===== config.mk =====
export PLATFORM = sky130hd
export DESIGN_NAME = mux_hostbus_master
export DESIGN_NICKNAME = d
export VERILOG_FILES = /design/src/rtl/hbm_pkg.sv /design/src/rtl/hbm_seq.sv /design/src/rtl/hbm_csdec.sv /design/src/rtl/hbm_lanes.sv /design/src/rtl/mux_hostbus_master.sv
export SDC_FILE = /design/constraint.sdc
export NUM_CORES = 1
export LEC_CHECK = 0
export BUFFER_PORTS_ARGS = -buffer_cell sky130_fd_sc_hd__buf_2
export CAP_MARGIN = 20
export CORE_MARGIN = 2
export CORE_UTILIZATION = 45
export DETAILED_ROUTE_END_ITERATION = 8
export HOLD_SLACK_MARGIN = 0.03
export PLACE_DENSITY_LB_ADDON = 0.1
export SETUP_SLACK_MARGIN = 0.5
export SLEW_MARGIN = 20
export SYNTH_ARGS = -nofsm -noshare
export SYNTH_HDL_FRONTEND = slang
export SYNTH_SLANG_ARGS = --single-unit

===== constraint.sdc =====
create_clock -name clk -period 4.15 [get_ports clk]
set_input_delay 0.83 -clock clk [delete_from_list [all_inputs] [get_ports clk]]
set_output_delay 0.83 -clock clk [all_outputs]
set_load 0.005 [all_outputs]

===== src/rtl/hbm_pkg.sv =====
package hbm_pkg;

  typedef enum logic [1:0] {
    ST_IDLE = 2'd0,
    ST_ADDR = 2'd1,
    ST_DATA = 2'd2,
    ST_TURN = 2'd3
  } hbm_state_e;

  typedef enum logic [1:0] {
    CSM_SINGLE = 2'd0,
    CSM_DUAL   = 2'd1,
    CSM_QUAD   = 2'd2
  } hbm_csmode_e;

  // Chip-select style from the configuration pair.
  function automatic hbm_csmode_e cs_mode(input logic ext, input logic [1:0] sel);
    if (!ext && sel == 2'd3)     return CSM_DUAL;
    else if (ext && sel == 2'd2) return CSM_QUAD;
    else                         return CSM_SINGLE;
  endfunction

  // Chip-select index from the two top address bits.
  function automatic logic [1:0] cs_index(input hbm_csmode_e m, input logic [1:0] top);
    case (m)
      CSM_DUAL: return {1'b0, top[1]};
      CSM_QUAD: return top;
      default:  return 2'b00;
    endcase
  endfunction

endpackage


===== src/rtl/hbm_seq.sv =====
module hbm_seq
  import hbm_pkg::*;
#(
  parameter int AW       = 20,
  parameter int DW       = 16,
  parameter int NB       = 2,
  parameter int ADDR_CYC = 1,
  parameter int DATA_CYC = 2
) (
  input  logic              clk,
  input  logic              rst_n,
  input  logic              req_valid,
  input  logic              req_write,
  input  logic [AW-1:0]     req_addr,
  input  logic [DW-1:0]     req_wdata,
  input  logic [NB-1:0]     req_be,
  input  logic              cfg_stream,
  input  hbm_csmode_e       mode,
  input  logic [DW-1:0]     bus_in,
  output logic              req_ready,
  output hbm_state_e        state,
  output logic              cur_write,
  output logic [AW-1:0]     cur_addr,
  output logic [DW-1:0]     cur_wdata,
  output logic [NB-1:0]     cur_be,
  output logic              rsp_valid,
  output logic [DW-1:0]     rsp_rdata
);

  localparam int MAXC = (ADDR_CYC > DATA_CYC) ? ADDR_CYC : DATA_CYC;
  localparam int CW   = (MAXC > 1) ? $clog2(MAXC) : 1;
  localparam logic [CW-1:0] ADDR_LAST = CW'(ADDR_CYC - 1);
  localparam logic [CW-1:0] DATA_LAST = CW'(DATA_CYC - 1);

  hbm_state_e      state_q, state_d;
  logic [CW-1:0]   cnt_q, cnt_d;
  logic            wr_q;
  logic [AW-1:0]   addr_q;
  logic [DW-1:0]   wdata_q;
  logic [NB-1:0]   be_q;
  logic            rsp_v_q, rsp_v_d;
  logic [DW-1:0]   rdata_q;
  logic            addr_last, data_last, stream_ok, fire, sample_en;

  assign addr_last = (state_q == ST_ADDR) && (cnt_q == ADDR_LAST);
  assign data_last = (state_q == ST_DATA) && (cnt_q == DATA_LAST);

  // A follow-on read may ride the open output enable.
  assign stream_ok = cfg_stream && !wr_q && !req_write &&
                     (req_addr[DW-1:0] == addr_q[DW-1:0]) &&
                     (cs_index(mode, req_addr[AW-1:AW-2]) == cs_index(mode, addr_q[AW-1:AW-2]));

  assign req_ready = (state_q == ST_IDLE) || (data_last && stream_ok);
  assign fire      = req_valid && req_ready;
  assign sample_en = data_last && !wr_q;
  assign rsp_v_d   = sample_en;

  always_comb begin
    state_d = state_q;
    cnt_d   = cnt_q;
    case (state_q)
      ST_IDLE: begin
        if (fire) begin
          state_d = ST_ADDR;
          cnt_d   = '0;
        end
      end
      ST_ADDR: begin
        if (addr_last) begin
          state_d = ST_DATA;
          cnt_d   = '0;
        end else begin
          cnt_d = cnt_q + CW'(1);
        end
      end
      ST_DATA: begin
        if (data_last) begin
          cnt_d = '0;
          if (fire)      state_d = ST_DATA;
          else if (wr_q) state_d = ST_IDLE;
          else           state_d = ST_TURN;
        end else begin
          cnt_d = cnt_q + CW'(1);
        end
      end
      default: state_d = ST_IDLE;
    endcase
  end

  always_ff @(posedge clk or negedge rst_n) begin
    if (!rst_n) begin
      state_q <= ST_IDLE;
      cnt_q   <= '0;
      rsp_v_q <= 1'b0;
    end else begin
      state_q <= state_d;
      cnt_q   <= cnt_d;
      rsp_v_q <= rsp_v_d;
    end
  end

  always_ff @(posedge clk or negedge rst_n) begin
    if (!rst_n) begin
      wr_q    <= 1'b0;
      addr_q  <= '0;
      wdata_q <= '0;
      be_q    <= '0;
    end else if (fire) begin
      wr_q    <= req_write;
      addr_q  <= req_addr;
      wdata_q <= req_wdata;
      be_q    <= req_be;
    end
  end

  always_ff @(posedge clk or negedge rst_n) begin
    if (!rst_n)         rdata_q <= '0;
    else if (sample_en) rdata_q <= bus_in;
  end

  assign state     = state_q;
  assign cur_write = wr_q;
  assign cur_addr  = addr_q;
  assign cur_wdata = wdata_q;
  assign cur_be    = be_q;
  assign rsp_valid = rsp_v_q;
  assign rsp_rdata = rdata_q;

  // the captured address only moves when a request is taken.
  p_hi_stable_r2: assert property (@(posedge clk) disable iff (!rst_n)
    (state_q != ST_IDLE && !fire) |=> $stable(addr_q));

  // a response only follows a read data phase.
  p_rsp_src_r7: assert property (@(posedge clk) disable iff (!rst_n)
    rsp_v_q |-> $past(state_q == ST_DATA && !wr_q));

  // acceptance while busy only on the streaming path.
  p_busy_accept_r11: assert property (@(posedge clk) disable iff (!rst_n)
    (req_ready && state_q != ST_IDLE) |-> (state_q == ST_DATA && !wr_q && cfg_stream && !req_write));

endmodule


===== src/rtl/hbm_csdec.sv =====
module hbm_csdec
  import hbm_pkg::*;
#(
  parameter int NCS = 4
) (
  input  logic           clk,
  input  logic           rst_n,
  input  hbm_csmode_e    mode,
  input  hbm_state_e     state,
  input  logic [1:0]     idx,
  input  logic           ale,
  output logic [NCS-1:0] csn
);

  logic active;

  // Single select waits for the data phase; dual and quad open with ALE.
  always_comb begin
    if (mode == CSM_SINGLE) active = (state == ST_DATA);
    else                    active = (state == ST_ADDR) || (state == ST_DATA);
  end

  always_comb begin
    csn = '1;
    for (int i = 0; i < NCS; i++) begin
      if (active && (idx == 2'(i))) csn[i] = 1'b0;
    end
  end

  p_cs_onehot_r4: assert property (@(posedge clk) disable iff (!rst_n)
    $onehot0(~csn));

  p_cs_with_ale_r5: assert property (@(posedge clk) disable iff (!rst_n)
    (ale && mode != CSM_SINGLE) |-> (csn != '1));

  p_cs_after_ale_r5: assert property (@(posedge clk) disable iff (!rst_n)
    (ale && mode == CSM_SINGLE) |-> (csn == '1));

endmodule


===== src/rtl/hbm_lanes.sv =====
module hbm_lanes
  import hbm_pkg::*;
#(
  parameter int AW = 20,
  parameter int DW = 16,
  parameter int NB = 2
) (
  input  logic             clk,
  input  logic             rst_n,
  input  hbm_state_e       state,
  input  logic             cur_write,
  input  logic [AW-1:0]    cur_addr,
  input  logic [DW-1:0]    cur_wdata,
  input  logic [NB-1:0]    cur_be,
  input  logic             cfg_wide,
  output logic             ale,
  output logic             wrn,
  output logic             oen,
  output logic [NB-1:0]    bseln,
  output logic [AW-DW-1:0] addr_hi,
  output logic [DW-1:0]    ad_o,
  output logic             ad_oe
);

  logic in_addr, in_data, in_cycle;

  assign in_addr  = (state == ST_ADDR);
  assign in_data  = (state == ST_DATA);
  assign in_cycle = in_addr || in_data;

  assign ale     = in_addr;
  assign wrn     = !(in_data && cur_write);
  assign oen     = !(in_data && !cur_write);
  assign addr_hi = cur_addr[AW-1:DW];

  always_comb begin
    ad_o  = '0;
    ad_oe = 1'b0;
    if (in_addr) begin
      ad_o  = cur_addr[DW-1:0];
      ad_oe = 1'b1;
    end else if (in_data && cur_write) begin
      ad_o  = cur_wdata;
      ad_oe = 1'b1;
    end
  end

  assign bseln = (cfg_wide && in_cycle) ? ~cur_be : '1;

  p_wr_no_ale_r3: assert property (@(posedge clk) disable iff (!rst_n)
    !wrn |-> (!ale && ad_oe));

  p_bsel_narrow_r6: assert property (@(posedge clk) disable iff (!rst_n)
    !cfg_wide |-> (bseln == '1));

  p_rd_release_r7: assert property (@(posedge clk) disable iff (!rst_n)
    !oen |-> (!ad_oe && wrn));

  p_turn_before_ale_r8: assert property (@(posedge clk) disable iff (!rst_n)
    $rose(ale) |-> $past(oen));

endmodule


===== src/rtl/mux_hostbus_master.sv =====
module mux_hostbus_master
  import hbm_pkg::*;
#(
  parameter int AW       = 20,
  parameter int DW       = 16,
  parameter int ADDR_CYC = 1,
  parameter int DATA_CYC = 2
) (
  input  logic                clk,
  input  logic                rst_n,
  input  logic                cfg_cs_ext,
  input  logic [1:0]          cfg_cs_sel,
  input  logic                cfg_wide,
  input  logic                cfg_stream,
  input  logic                req_valid,
  output logic                req_ready,
  input  logic                req_write,
  input  logic [AW-1:0]       req_addr,
  input  logic [DW-1:0]       req_wdata,
  input  logic [DW/8-1:0]     req_be,
  output logic                rsp_valid,
  output logic [DW-1:0]       rsp_rdata,
  output logic                hb_ale,
  output logic [3:0]          hb_csn,
  output logic                hb_wrn,
  output logic                hb_oen,
  output logic [DW/8-1:0]     hb_bseln,
  output logic [AW-DW-1:0]    hb_addr_hi,
  output logic [DW-1:0]       hb_ad_o,
  output logic                hb_ad_oe,
  input  logic [DW-1:0]       hb_ad_i
);

  localparam int NB = DW / 8;

  logic [1:0]     rst_sync_q;
  logic           rst_int_n;
  hbm_csmode_e    mode;
  hbm_state_e     state;
  logic           cur_write;
  logic [AW-1:0]  cur_addr;
  logic [DW-1:0]  cur_wdata;
  logic [NB-1:0]  cur_be;
  logic [1:0]     cur_idx;

  // Asynchronous assert, synchronous release.
  always_ff @(posedge clk or negedge rst_n) begin
    if (!rst_n) rst_sync_q <= 2'b00;
    else        rst_sync_q <= {rst_sync_q[0], 1'b1};
  end
  assign rst_int_n = rst_sync_q[1];

  assign mode    = cs_mode(cfg_cs_ext, cfg_cs_sel);
  assign cur_idx = cs_index(mode, cur_addr[AW-1:AW-2]);

  hbm_seq #(
    .AW(AW), .DW(DW), .NB(NB), .ADDR_CYC(ADDR_CYC), .DATA_CYC(DATA_CYC)
  ) u_seq (
    .clk        (clk),
    .rst_n      (rst_int_n),
    .req_valid  (req_valid),
    .req_write  (req_write),
    .req_addr   (req_addr),
    .req_wdata  (req_wdata),
    .req_be     (req_be),
    .cfg_stream (cfg_stream),
    .mode       (mode),
    .bus_in     (hb_ad_i),
    .req_ready  (req_ready),
    .state      (state),
    .cur_write  (cur_write),
    .cur_addr   (cur_addr),
    .cur_wdata  (cur_wdata),
    .cur_be     (cur_be),
    .rsp_valid  (rsp_valid),
    .rsp_rdata  (rsp_rdata)
  );

  hbm_lanes #(
    .AW(AW), .DW(DW), .NB(NB)
  ) u_lanes (
    .clk       (clk),
    .rst_n     (rst_int_n),
    .state     (state),
    .cur_write (cur_write),
    .cur_addr  (cur_addr),
    .cur_wdata (cur_wdata),
    .cur_be    (cur_be),
    .cfg_wide  (cfg_wide),
    .ale       (hb_ale),
    .wrn       (hb_wrn),
    .oen       (hb_oen),
    .bseln     (hb_bseln),
    .addr_hi   (hb_addr_hi),
    .ad_o      (hb_ad_o),
    .ad_oe     (hb_ad_oe)
  );

  hbm_csdec #(
    .NCS(4)
  ) u_csdec (
    .clk   (clk),
    .rst_n (rst_int_n),
    .mode  (mode),
    .state (state),
    .idx   (cur_idx),
    .ale   (hb_ale),
    .csn   (hb_csn)
  );

endmodule


=== Word level (Yosys, flattened, before mapping) ===
Cells that the tools add are included.

* Add/sub/neg operators: 1
* Eq/ne operators: 14
* Muxes and demuxes: 24
* Bitwise operators: 2
* Reductions and logical operators: 31

{| class="wikitable"
|+ Operator list
! kind !! number
|-
| 2-to-1 mux 16 bit || 2
|-
| logical AND 1 bit || 18
|-
| == test 16 bit || 1
|-
| 2-to-1 mux 2 bit || 8
|-
| == test 2 bit, second input constant || 6
|-
| 2-to-1 mux 1 bit || 10
|-
| one-hot mux 2 bit (2 select lines) || 2
|-
| == test 2 x 1 -> 1 bit, second input constant || 3
|-
| zero test 2 bit || 3
|-
| one-hot mux 2 bit (3 select lines) || 1
|-
| zero test 1 bit || 5
|-
| != test 2 x 1 -> 1 bit, second input constant || 2
|-
| one-hot mux 1 bit (3 select lines) || 1
|-
| AND reduction 3 bit || 1
|-
| nonzero test 3 bit || 1
|-
| == test 2 bit || 1
|-
| logical OR 1 bit || 2
|-
| != test 2 bit, second input constant || 1
|-
| inverter 2 bit || 1
|-
| AND reduction 2 bit || 1
|-
| adder 1 bit, second input constant || 1
|-
| inverter 1 bit || 1
|}

* Bits in registers: 61
* Input port bits: 63
* Output and inout bits: 48
* Word-level logic and storage cells: 81

=== Logic depth before layout (Yosys ltp) ===
Gate-level depths: netlist of run 1.

* Word-level depth: 14
* Depth in mapped cells: 9
* Mapped depth without buffers: 7

=== Hierarchy ===
A second synthesis of run 1 with hierarchy kept.

* Cell total of the unflattened synthesis: 264
* Area, all modules: 3120.5 sq um

{| class="wikitable"
|+ Modules (own cells, without submodules)
! module !! times used !! cells an instance !! area an instance (sq um) !! seq. area each (sq um)
|-
| hbm_seq || 1 || 175 || 2553.7 || 1476.4
|-
| hbm_lanes || 1 || 69 || 397.9 || 0.0
|-
| mux_hostbus_master || 1 || 11 || 103.8 || 50.0
|-
| hbm_csdec || 1 || 9 || 65.1 || 0.0
|}

=== Worst setup path after synthesis of run 1 ===
No wires, ideal clock.

* Path type: input-to-output
* Start point: input cfg_cs_sel[0]
* End point: output req_ready
* Arrival: 1.910 ns
* Data required time: 3.320 ns
* Path slack: 1.410 ns
* Stages on the path: 5
* Path buffers: 1
* Cell sequence: buf_2 > o32ai_2 > xor2_1 > nor2_1 > a41o_1

* Longest elaborated chain between the ends: 10
* Elaborated cells on any way between the ends: 14
* Those cells by class: 5 x eq/ne; 4 x mux; 5 x reduce/logical

{| class="wikitable"
|+ Ends and longest elaborated chain
! what !! line !! source
|-
| start: declaration || mux_hostbus_master.sv:12 || <nowiki>input logic [1:0] cfg_cs_sel,</nowiki>
|-
| == test 2 bit || hbm_pkg.sv:19 || <nowiki>else if (ext && sel == 2'd2) return CSM_QUAD;</nowiki>
|-
| logical AND 1 bit || hbm_pkg.sv:19 ||
|-
| 2-to-1 mux 2 bit || hbm_pkg.sv:19 ||
|-
| 2-to-1 mux 2 bit * || hbm_pkg.sv:18 || <nowiki>if (!ext && sel == 2'd3) return CSM_DUAL;</nowiki>
|-
| == test 2 bit or == test 2 x 1 -> 1 bit (tied branches) || hbm_pkg.sv:25 || <nowiki>case (m)</nowiki>
|-
| one-hot mux 2 bit (2 select lines) || hbm_pkg.sv:25 ||
|-
| == test 2 bit * || hbm_seq.sv:51 || <nowiki>(cs_index(mode, req_addr[AW-1:AW-2]) == cs_index(mode, addr_q[AW-1:AW-2]));</nowiki>
|-
| logical AND 1 bit * || hbm_seq.sv:50 || <nowiki>(req_addr[DW-1:0] == addr_q[DW-1:0]) &&</nowiki>
|-
| logical AND 1 bit * || hbm_seq.sv:53 || <nowiki>assign req_ready = (state_q == ST_IDLE) || (data_last && stream_ok);</nowiki>
|-
| logical OR 1 bit * || hbm_seq.sv:53 ||
|-
| end: declaration || mux_hostbus_master.sv:16 || <nowiki>output logic req_ready,</nowiki>
|}

Every way passes the cells marked *; elsewhere a longest branch is shown, timed or not.

=== Worst setup path after layout of run 1 ===
* Start point: register u_seq.state_q[0], in the netlist u_seq.state[0]
* End point: output req_ready

* Longest elaborated chain between the ends: 4
* Elaborated cells on any way between the ends: 5
* Those cells by class: 1 x eq/ne; 4 x reduce/logical

{| class="wikitable"
|+ Ends and longest elaborated chain
! what !! line !! source
|-
| start: declaration || hbm_seq.sv:35 || <nowiki>hbm_state_e state_q, state_d;</nowiki>
|-
| start signal: assignment || hbm_seq.sv:96 || <nowiki>state_q <= state_d;</nowiki>
|-
| == test 2 bit || hbm_seq.sv:46 || <nowiki>assign data_last = (state_q == ST_DATA) && (cnt_q == DATA_LAST);</nowiki>
|-
| logical AND 1 bit || hbm_seq.sv:46 ||
|-
| logical AND 1 bit || hbm_seq.sv:53 ||
|-
| logical OR 1 bit * || hbm_seq.sv:53 ||
|}

Marked as above.

==> results.toml, run 1 <==
[outcome]
status = "complete, no violations"

[critical_path]
r2r_start = "u_seq.state[0]"
path_class = "flip-flop to primary output"
worstPathArrival_ns = 2.44
crit_required_ns = 3.32
start_kind = "flip-flop"
reg2reg_to = "u_seq.cur_wdata[15]"
ff2ff_path_depth = 8
path_max_fanout = 6
critPathCaptureType = "primary output"
regToRegSetupSlack_ns = 1.28

[synthesis]
syn_inst = 261
syn_area_per_cell_um2 = 11.6
netlist.area_leader.share_pct = 50.5
synth_top_area_cell = "dfrtp_1"
synth.top_cells.by_area = "dfrtp_1 51%, mux2_2 16%, nand2_1 5.0%"
synth_edf_count = 0
synth_flop_cell = "dfrtp_1"
ys_seq_area_share_pct = 50.5
ys_ff_latch = 61
synth_cell_types = 40
netlist_top_cells_count = "61 x dfrtp_1, 43 x mux2_2, 40 x nand2_1"
ys_warn_count = 0
yosysMostFrequentCell = "dfrtp_1"
async_flop_share_pct = 100
synth_area_um2 = 3020
syn-num-nets = 329

[floorplan]
die_x_um = 85.9
fp.dieH_um = 85.9
die_area_um2 = 7390
rows = 29
core_um2 = 6420
initial_core_util_pct = 47.0
ios = 111

[clock_network]
cts_setup_buffers = 0
cts_buffers = 9
cts_tree = "built"
clockBufferDepth = 2
cts.sinks = 61
cts-resized-gates = 0
cts_root_buffer = "clkbuf_8"
h-tree-depth = 3
clk_pin_slew_ns = 0.07
ctsHoldBuffers = 0
clk_latency_ns = 0.33

[placed_design]
post_dp_cell_area_um2 = 3600
dp_hpwl_um = 4580
gp_congestion = 0.757
port_buffers = 110

[pwr]
p_sw_uw = 900
power_frac_clock_pct = 18.0
power_density_nw_per_um2 = 693
p_sw_share_pct = 34.3
p_int_mw = 1.72
vdd_drop_max_mv = 0.333
seqPwrFrac_pct = 41.2
comb_power_share_pct = 40.8
p_leak_nw = 1.80

[global_routing]
grt_pass1_wl_um = 10000
grt_max_degree = 42
overflow = 0
grt_pass1_vias = 2174
antenna_found_initial = 0
grtUsageTotal_pct = 17.7

[timing]
rsz0062_at_grt = "false"
finalSetupTns_ns = 0
fin_crit_ns = 3.27
worst_clock_skew_ns = 0.00996
max_freq_mhz = 306
hold_viol = 0
finalMaxSlewViolations = 0
setup_viol = 0
worst_pin_slew_ns = 0.980
post-route-period-util_pct = 78.7
relSlewSlack_pct = 34.7
whs_ns = 0.193

[hold_path]
worstHoldPathType = "flip-flop to asynchronous set/reset pin"

[route]
wl_um = 6270
detail-route-antenna-nets = 0
drtPass1Iterations = 4
vias_per_cell = 5.00
wire_per_inst_um = 13.8
drc_errors = 0
vias = 2266
first_iter_violations = 81

[finish]
layout.nets = 439
drive_gt1_share_pct = 47.6
final_area_um2 = 3780
area_delta_synth_final_pct = 25.2
diodes = 0

[flow_run]
drv_cap = 0
cells by family after synthesis:
| family | share of synthesized area, % |
|---|---|
| fa+ha+maj | 2.07 |
| xor+xnor | 5.22 |
| mux | 20.4 |
| simple gates | 9.81 |
| buf+inv | 4.02 |
| flops | 50.5 |
| compound gates | 7.83 |
| other cells | 0.124 |
cell type report:
class | count | area (um^2)
sequential | 61 | 1530
clock buffer | 12 | 155
timing repair buffer | 114 | 581
inverter | 7 | 26.3
clock inverter | 4 | 22.5
multi-input combinational | 178 | 1370
fill | 562 | 2640
tap | 77 | 96.3
power by group through the flow:
stage | Combinational [mW] | Sequential [mW] | Clock [mW]
2_1_floorplan | 0.742 | 1.07 | 0
3_3_place_gp | 1.07 | 1.08 | 0
3_5_place_dp | 1.08 | 1.09 | 0
4_1_cts | 1.09 | 1.08 | 0.483
5_1_grt | 1.19 | 1.12 | 0.516
6_report | 1.07 | 1.08 | 0.471
through the flow:
stage               power [mW]  setup WS, ns  utilization, %  std cells
global placement          2.15          1.06            56.1        437
CTS                       2.65         0.852            58.9        453
finish                    2.62         0.883            58.9        453
floorplan                 1.81          1.41               -        261
global route              2.82         0.705            58.9        453
detailed placement        2.17          1.02            56.1        437
sequential cells by signal, indices dropped and copies added, names as in the netlist:
name	count
rst_sync_q	2
u_seq.state	2
u_seq.cur_write	1
u_seq.cur_be	2
u_seq.cnt_q	1
u_seq.rsp_valid	1
u_seq.rsp_rdata	16
u_seq.cur_wdata	16
u_seq.cur_addr	20
how the worst max path moves through the flow:
stage | from | to | slack [ns]
final | u_seq.state[0] | req_ready | 0.88
after global routing | u_seq.state[0] | req_ready | 0.70
after CTS | u_seq.state[0] | req_ready | 0.85
after detailed placement | req_addr[14] | u_seq.cur_be[1] | 1.02
after global placement | req_addr[14] | u_seq.cur_wdata[13] | 1.06
after floorplan | cfg_cs_sel[0] | req_ready | 1.41
routing by layer:
layer	GRT usage [%]	up-vias	routed length (um)
met1	22.3	1062	2770
met4	5.77	0	66
met3	7.89	5	570
met5	0	-	0
li1	-	1121	-
met2	27.1	78	2870
layout by cell type, fill, tap and decap left out, types with 2 or more instances in the layout:
cell | synthesis | layout
nand3_1 | 5 | 5
a21oi_1 | 2 | 2
nand4_1 | 2 | 2
mux2i_1 | 2 | 2
xor2_1 | 13 | 13
ha_1 | 5 | 5
mux2_1 | 10 | 10
mux2_2 | 43 | 43
nand2_1 | 40 | 40
buf_2 | 1 | 110
clkinv_2 | 0 | 3
inv_1 | 7 | 7
clkbuf_8 | 0 | 11
buf_4 | 6 | 4
o21ai_0 | 19 | 19
xnor2_1 | 5 | 5
nor2b_1 | 2 | 2
nor2_1 | 4 | 4
o311ai_0 | 2 | 2
nand2b_1 | 3 | 3
dfrtp_1 | 61 | 60
nor4_1 | 3 | 3
worst max-delay path: stages, from the launching register on:
cell     delay [ns]
dfrtp_1        0.44
inv_1          0.13
ha_1           0.28
and2b_1        0.22
nand3_1        0.10
or4_4          0.56
nor2_1         0.11
a41o_1         0.17
buf_2          0.11
Note: power is estimated with default switching activity, not from simulation.
==> run 2: changes to the inputs <==
==> constraint.sdc (replaced) <==
create_clock -name clk -period 2.8 [get_ports clk]
set_input_delay 0.56 -clock clk [delete_from_list [all_inputs] [get_ports clk]]
set_output_delay 0.56 -clock clk [all_outputs]
set_load 0.005 [all_outputs]
==> results.toml, run 2 (synthesis results as in run 1) <==
[route]
wire_per_inst_um = 15.6
vias_per_cell = 5.06
drtPass1Iterations = 5
vias = 2408
wl_um = 7440
detail-route-antenna-nets = 0
first_iter_violations = 54
drc_errors = 0

[finish]
final_area_um2 = 4270
layout_common_cells = "110 x buf_2, 58 x dfrtp_1, 38 x nand2_1"
final_common_cell = "buf_2"
diodes = 0
stdcell_count = 476
drive_gt1_share_pct = 56.1
largest_register_ffs = 20
layout.nets = 462
area_delta_synth_final_pct = 41.2

[placed_design]
pre_cts_slack_ns = 0.0863
port_buffers = 110
dp_cells = 439
post_dp_cell_area_um2 = 3640
dp_hpwl_um = 4640
gp_congestion = 0.804

[timing]
rsz0062_at_grt = "true"
post-route-period-util_pct = 96.7
max_freq_mhz = 369
setup_viol = 0
finalSetupTns_ns = 0
worst_clock_skew_ns = 0.00714
hold_viol = 0
finalMaxSlewViolations = 0
setup_slack_ns = 0.0931
worst_pin_slew_ns = 0.660
whs_ns = 0.281
fin_crit_ns = 2.71
relSlewSlack_pct = 55.9

[flow_run]
drv_cap = 0

[clock_network]
clk_latency_ns = 0.34
cts_tree = "built"
cts.sinks = 61
cts_buffers = 9
clk_pin_slew_ns = 0.07
cts_root_buffer = "clkbuf_8"
h-tree-depth = 3
clockBufferDepth = 2

[floorplan]
ios = 111
core_um2 = 6420
fp.dieH_um = 85.9
initial_core_util_pct = 47.0
die_x_um = 85.9
rows = 29
die_area_um2 = 7390

[global_routing]
grt_pass1_vias = 2362
grt_pass1_wl_um = 11200
antenna_found_initial = 0
overflow = 0
grt_max_degree = 35
grtUsageTotal_pct = 19.8

[pwr]
power_density_nw_per_um2 = 1080
vdd_drop_max_mv = 0.521
p_leak_nw = 2.04

[outcome]
status = "complete, no violations"

[critical_path]
critPathCaptureType = "flip-flop"
path_max_fanout = 7
crit_required_ns = 3.02
path_class = "flip-flop to flip-flop"
worstPathArrival_ns = 2.92
start_kind = "flip-flop"
ff2ff_path_depth = 12

[hold_path]
worstHoldPathType = "flip-flop to asynchronous set/reset pin"
run 2: cell types whose count changed in the layout (fill, tap and decap cells not counted), moves of 3 or more:
cell       change
o21ai_1       +13
ha_1           -3
clkbuf_16      +3
ha_4           +3
o21ai_2        +3
mux2_2         -7
buf_8          +3
mux2_4        +14
mux2_1         -7
buf_6          +5
o21ai_0       -16
buf_4          +8
run 2: what timing repair did:
item / CTS / global route
pin swaps: 4 / 7
hold buffers: 1 / 0
gates resized for setup: 29 / 35
buffers inserted: 8 / 7
setup endpoints to repair: 61 / 64
gates cloned: 2 / 3
hold endpoints to repair: 2 / 0
run 2: final cells by class:
cell class | count | area, um^2
fillers | 552 | 2160
flip-flops and latches | 61 | 1530
multi-input cells | 178 | 1510
repair buffers | 137 | 895
clock buffers | 13 | 169
well taps | 77 | 96.3
clock inverters | 3 | 42.5
inverters | 7 | 26.3
run 2: critical path, cell delays in order (launching register included):
cell	delay, ns
dfrtp_2	0.43
inv_2	0.08
ha_4	0.13
and2b_2	0.16
nand3_2	0.07
or4_4	0.53
buf_6	0.13
buf_6	0.11
o31ai_4	0.25
buf_4	0.16
buf_6	0.11
buf_8	0.14
mux2_4	0.30
run 2: path summary, 6_finish.rpt:
kind,from,end,slack [ns]
setup / recovery,u_seq.state[0],u_seq.cur_wdata[14],0.09
hold / removal,rst_sync_q[1],u_seq.cur_wdata[8],0.28
setup reg to reg,u_seq.state[0],u_seq.cur_wdata[14],0.09
hold reg to reg,rst_sync_q[1],u_seq.cur_wdata[8],0.28
max in group asynchronous,rst_n,rst_sync_q[1],2.16
min in group clk,rst_sync_q[0],rst_sync_q[1],0.35
run 2: report_power, final:
group	total, mW	switching, mW	internal, mW
Combinational	2.17	0.899	1.27
Sequential	1.62	0.303	1.32
Clock	0.822	0.339	0.483
run 2: through the flow:
stage	power, mW	util, %
final	4.61	66.4
after global routing	4.93	66.4
after CTS	4.32	62.9
after detailed placement	3.26	56.8
after global placement	3.21	56.8
after floorplan	2.69	-
run 2: layer usage:
layer | vias up | global-route usage [%] | routed length [um]
met3 | 13 | 7.99 | 563
met5 | - | 0 | 0
met4 | 0 | 6.49 | 85
li1 | 1166 | - | -
met2 | 93 | 31.7 | 3590
met1 | 1136 | 24.3 | 3190
